==> src/rtl/exc_pkg.sv <==
package exc_pkg;
  typedef enum logic [0:0] {
    CAUSE_UNDEF = 1'b0,
    CAUSE_OVF   = 1'b1
  } cause_e;
endpackage

==> src/rtl/exc_prio.sv <==
module exc_prio
  import exc_pkg::*;
(
  input  logic   step_en_i,
  input  logic   undef_i,
  input  logic   ovf_i,
  output logic   fault_o,
  output cause_e code_o
);
  always_comb begin
    fault_o = step_en_i & (undef_i | ovf_i);
    // undefined encoding wins over overflow
    code_o  = undef_i ? CAUSE_UNDEF : CAUSE_OVF;
  end
endmodule

==> src/rtl/exc_redirect_ctl.sv <==
module exc_redirect_ctl (
  input  logic clk_i,
  input  logic rst_ni,
  input  logic fault_i,
  output logic capture_o,
  output logic abort_o
);
  logic abort_q;

  // faults seen during the abort cycle are dropped
  assign capture_o = fault_i & ~abort_q;
  assign abort_o   = abort_q;

  always_ff @(posedge clk_i or negedge rst_ni) begin
    if (!rst_ni) abort_q <= 1'b0;
    else         abort_q <= capture_o;
  end

  AST_ABORT_ONE_CYCLE: assert property (@(posedge clk_i) disable iff (!rst_ni)
    abort_q |=> !abort_q);
  AST_ABORT_FOLLOWS: assert property (@(posedge clk_i) disable iff (!rst_ni)
    capture_o |=> abort_q);
  AST_ABORT_MASK: assert property (@(posedge clk_i) disable iff (!rst_ni)
    (abort_q && fault_i) |=> !abort_q);
endmodule

==> src/rtl/exc_state_regs.sv <==
module exc_state_regs
  import exc_pkg::*;
#(
  parameter int unsigned XLEN    = 32,
  parameter int unsigned PC_STEP = 4
) (
  input  logic            clk_i,
  input  logic            rst_ni,
  input  logic            capture_i,
  input  cause_e          code_i,
  input  logic [XLEN-1:0] pc_i,
  output logic [XLEN-1:0] epc_o,
  output logic [XLEN-1:0] cause_o
);
  localparam logic [XLEN-1:0] STEP = XLEN'(PC_STEP);

  logic [XLEN-1:0] epc_q, cause_q;

  always_ff @(posedge clk_i or negedge rst_ni) begin
    if (!rst_ni) begin
      epc_q   <= '0;
      cause_q <= '0;
    end else if (capture_i) begin
      epc_q   <= pc_i - STEP;
      cause_q <= XLEN'(code_i);
    end
  end

  assign epc_o   = epc_q;
  assign cause_o = cause_q;

  AST_EPC_VALUE: assert property (@(posedge clk_i) disable iff (!rst_ni)
    capture_i |=> (epc_q + STEP == $past(pc_i)));
  AST_CAUSE_CODE: assert property (@(posedge clk_i) disable iff (!rst_ni)
    (capture_i && code_i == CAUSE_OVF) |=> (cause_q == XLEN'(1)));
  AST_HOLD_IDLE: assert property (@(posedge clk_i) disable iff (!rst_ni)
    !capture_i |=> ($stable(epc_q) && $stable(cause_q)));
endmodule

==> src/rtl/exc_redirect_unit.sv <==
module exc_redirect_unit
  import exc_pkg::*;
#(
  parameter int unsigned     XLEN         = 32,
  parameter int unsigned     PC_STEP      = 4,
  parameter logic [XLEN-1:0] HANDLER_ADDR = 32'hC000_0000
) (
  input  logic            clk_i,
  input  logic            rst_ni,
  input  logic            step_en_i,
  input  logic [XLEN-1:0] pc_i,
  input  logic            undef_i,
  input  logic            ovf_i,
  output logic [XLEN-1:0] epc_o,
  output logic [XLEN-1:0] cause_o,
  output logic [XLEN-1:0] pc_ovr_o,
  output logic            pc_ovr_we_o,
  output logic            abort_o,
  output logic            wr_kill_o
);
  logic   fault, capture;
  cause_e code;

  exc_prio u_prio (
    .step_en_i (step_en_i),
    .undef_i   (undef_i),
    .ovf_i     (ovf_i),
    .fault_o   (fault),
    .code_o    (code)
  );

  exc_redirect_ctl u_ctl (
    .clk_i     (clk_i),
    .rst_ni    (rst_ni),
    .fault_i   (fault),
    .capture_o (capture),
    .abort_o   (abort_o)
  );

  exc_state_regs #(.XLEN(XLEN), .PC_STEP(PC_STEP)) u_regs (
    .clk_i     (clk_i),
    .rst_ni    (rst_ni),
    .capture_i (capture),
    .code_i    (code),
    .pc_i      (pc_i),
    .epc_o     (epc_o),
    .cause_o   (cause_o)
  );

  assign pc_ovr_o    = HANDLER_ADDR;
  assign pc_ovr_we_o = abort_o;
  assign wr_kill_o   = fault;

  AST_UNDEF_WINS: assert property (@(posedge clk_i) disable iff (!rst_ni)
    (step_en_i && undef_i && !abort_o) |=> (cause_o == '0));
  AST_NO_STEP: assert property (@(posedge clk_i) disable iff (!rst_ni)
    (!step_en_i && !abort_o) |=> !abort_o);
endmodule

==> config.mk <==
export PLATFORM = sky130hd
export DESIGN_NAME = exc_redirect_unit
export DESIGN_NICKNAME = d
export VERILOG_FILES = /design/src/rtl/exc_pkg.sv /design/src/rtl/exc_prio.sv /design/src/rtl/exc_redirect_ctl.sv /design/src/rtl/exc_state_regs.sv /design/src/rtl/exc_redirect_unit.sv
export SDC_FILE = /design/constraint.sdc
export NUM_CORES = 1
export LEC_CHECK = 0
export ABC_AREA = 1
export BUFFER_PORTS_ARGS = -buffer_cell sky130_fd_sc_hd__buf_2
export CAP_MARGIN = 20
export CORE_UTILIZATION = 35
export DETAILED_ROUTE_END_ITERATION = 12
export GPL_TIMING_DRIVEN = 0
export PLACE_DENSITY = 0.73
export SYNTH_ARGS = -nofsm -noshare
export SYNTH_HDL_FRONTEND = slang
export SYNTH_SLANG_ARGS = --single-unit
==> constraint.sdc <==
create_clock -name clk_i -period 2.7 [get_ports clk_i]
set_input_delay 0.27 -clock clk_i [delete_from_list [all_inputs] [get_ports clk_i]]
set_output_delay 0.27 -clock clk_i [all_outputs]
set_load 0.02 [all_outputs]
==> impl_metrics.json <==
{
  "synth_seq_cells": 34,
  "p_leak_nw": 2.050,
  "place_ws_ps": 1044,
  "critPathMaxFanout": 4,
  "cts_tree": "done",
  "clkSinkCount": 34,
  "cts_buffers": 5,
  "top_layer": "met4",
  "yosysTopAreaCellShare_pct": 31.81,
  "synth.most_common_cell": "nand2_1",
  "setup_violations": 0,
  "path_cells": "buf_2 > inv_1 > ha_1 > nand4_1 > nor2_1 > nand3_1 > nand3_1 > nand2_1",
  "first_global_vias": 2091,
  "track_usage_pct": 16.83,
  "vdd_drop_max_uv": 209.5,
  "max_freq_ghz": 0.7358,
  "viasPerCell": 4.038,
  "diodes": 0,
  "dieArea_sq_mm": 0.007997,
  "placed_cell_area_sq_mm": 0.003388,
  "cts.clk_slew.worst_paths_ps": 70,
  "wl_met1_um": 2891,
  "core_area_sq_mm": 0.007331,
  "vias": 2467,
  "critical_path_class": "in -> reg",
  "finalHoldViolCount": 0,
  "cp_data_required_time_ps": 2880,
  "critPathBufInv": 2,
  "synth-main-ff-cell": "dfrtp_1",
  "grt_overflow": 0,
  "slew_headroom_pct": 49.60,
  "die_w_um": 89.43,
  "synthDistinctLibCells": 26,
  "drt_wl_total_um": 6506,
  "clock_path_buffers": 2,
  "worstHoldPathType": "in -> async",
  "wl_met2_um": 3140,
  "netlist_area_sq_mm": 0.002675,
  "dp_hpwl_um": 5468,
  "finalCritPeriodShare_pct": 50.33,
  "layout_setup_ws_ps": 1341,
  "total_power_mw": 1.602,
  "layout-drive-gt1-share_pct": 34.18,
  "drtIter0Drc": 99,
  "dr.pass1.iters": 5,
  "final_area_sq_mm": 0.003483,
  "pin_count": 136,
  "cp.arrival_ps": 1540,
  "clock_skew_ps": 2.036,
  "grt_max_degree": 35,
  "fin_nets": 549,
  "final_antenna_net_count": 0,
  "routedWlPerCell_um": 10.65,
  "crit_path_end_kind": "flip-flop",
  "grt_pass1_wl_um": 10060,
  "period_minus_slack_ps": 1359,
  "syn_inst": 371,
  "start_kind": "input pin",
  "floorplan.rows": 31,
  "max_stage_delay_ps": 310,
  "areaGrowthSynthToFinish_pct": 30.22,
  "synth_area_leader_cell": "dfrtp_1",
  "ctsRootBufferMaster": "clkbuf_8",
  "ff_latch_area_sq_um": 850.8,
  "insertion_delay_ps": 290,
  "status": "completed",
  "io_buffer_count": 72,
  "crit_top_cell": "nand3_1",
  "drc": 0,
  "synth_common_cells": "104 x nand2_1, 65 x buf_4, 42 x nor2_1",
  "initial_core_util_pct": 36.49,
  "slowest_stage": "nor2_1",
  "synth-async-reset-ratio_pct": 100.0,
  "ys_seq_area_share_pct": 31.81,
  "netlist_top_cells_area": "dfrtp_1 32%, buf_4 18%, nand2_1 15%",
  "synth-edff-count": 0,
  "maxSlewViolCount": 0,
  "ys_warn_count": 0,
  "rsz0062_at_grt": "no",
  "ctsHtreeMaxLevel": 2,
  "path_delay_family": "simple AND/OR/NAND/NOR gates",
  "antenna_found_initial": 0,
  "cts_setup_buffers": 0,
  "worstMarginPinSlew_ps": 756.0,
  "die_h_um": 89.43,
  "power_density_mw_per_mm2": 460.0,
  "synth_area_per_cell_sq_um": 7.210,
  "cts-hold-fix-buffers": 0,
  "setup-tns-final_ps": 0,
  "wl_met3_um": 409,
  "multi_input_area_sq_mm": 0.001430,
  "maxCapViolations": 0,
  "dp.cells": 603,
  "gp_congestion": 0.8461,
  "nFillCells": 766,
  "stdcell_count": 611,
  "cts_resized": 0
}
-- routing by layer --
metal  global-route usage, %  vias to the layer above
met1                   21.67                     1080
met2                   28.66                       76
li1                        -                     1306
met5                       0                        -
met4                   3.896                        0
met3                   3.878                        5
-- registers in the layout, summed over array words and instances (netlist names) --
name,count
u_ctl.abort_o,1
u_regs.cause_o,1
u_regs.epc_o,32
-- worst paths after layout --
check	slack (ps)	startpoint	to	depth (start not counted)
setup reg to reg	1460	u_ctl.abort_o	u_regs.epc_o[22]	5
hold / removal	50	rst_ni	u_regs.epc_o[20]	1
hold reg to reg	480	u_regs.epc_o[29]	u_regs.epc_o[29]	2
min in group clk_i	170	pc_i[1]	u_regs.epc_o[1]	3
setup / recovery	1340	pc_i[2]	u_regs.epc_o[24]	8
max in group asynchronous	2170	rst_ni	u_regs.epc_o[13]	1
-- metrics by stage --
stage               hold WS, ps  utilization, %
finish                    50.77           47.52
global route              126.6           47.52
CTS                       83.35           47.52
detailed placement        403.3           46.22
global placement          390.5           46.22
floorplan                -25.59               -
-- worst reg2reg max path: stages, from the launching register on --
cell      delay [ps]
dfrtp_1          370
inv_1             60
nand2_2          130
clkbuf_1         430
nand2_1          100
nand2_1           90
-- kinds of logic (layout without fill, tap and decap cells) --
kind of cell,count (synthesis),after routing,share of synthesized area [%]
other,2,63,0.2807
flip-flops,34,34,31.81
AO/OA/AOI/OAI,23,23,5.332
XOR/XNOR,9,9,2.947
adder cells (fa/ha/maj),1,1,0.4677
buffers and inverters,100,180,23.29
AND/OR/NAND/NOR,202,202,35.87
-- placed cells by master, fill, tap and decap left out --
| cell type | instances |
|---|---|
| buf_2 | 75 |
| buf_4 | 65 |
| clkbuf_1 | 2 |
| clkbuf_8 | 6 |
| clkinv_2 | 1 |
| clkinvlp_4 | 1 |
| conb_1 | 63 |
| dfrtp_1 | 34 |
| ha_1 | 1 |
| inv_1 | 28 |
| inv_2 | 2 |
| nand2_1 | 104 |
| nand2_2 | 7 |
| nand2_4 | 5 |
| nand3_1 | 26 |
| nand3_4 | 1 |
| nand4_1 | 6 |
| nor2_1 | 42 |
| nor2_2 | 3 |
| nor2_4 | 6 |
| nor2_8 | 2 |
| o21a_1 | 1 |
| o21ai_0 | 8 |
| o21ai_1 | 6 |
| o21bai_1 | 6 |
| o21bai_2 | 1 |
| o22a_1 | 1 |
| xnor2_1 | 3 |
| xor2_1 | 6 |
-- final cells by class --
type	count	area share [%]
clock inverter	2	0.3592
sequential	34	24.43
clock buffer	6	2.371
inverter	30	3.233
buffer	70	14.66
timing repair buffer	72	10.34
tap	99	3.556
multi-input combinational	298	41.06
-- power by group --
| group | internal (mW) | leakage, nW | switching, mW |
|---|---|---|---|
| registers | 0.590 | 0.419 | 0.0406 |
| clock network | 0.205 | 0.0472 | 0.197 |
| logic | 0.204 | 1.58 | 0.367 |
No activity file was read; power rests on OpenSTA's default activity.
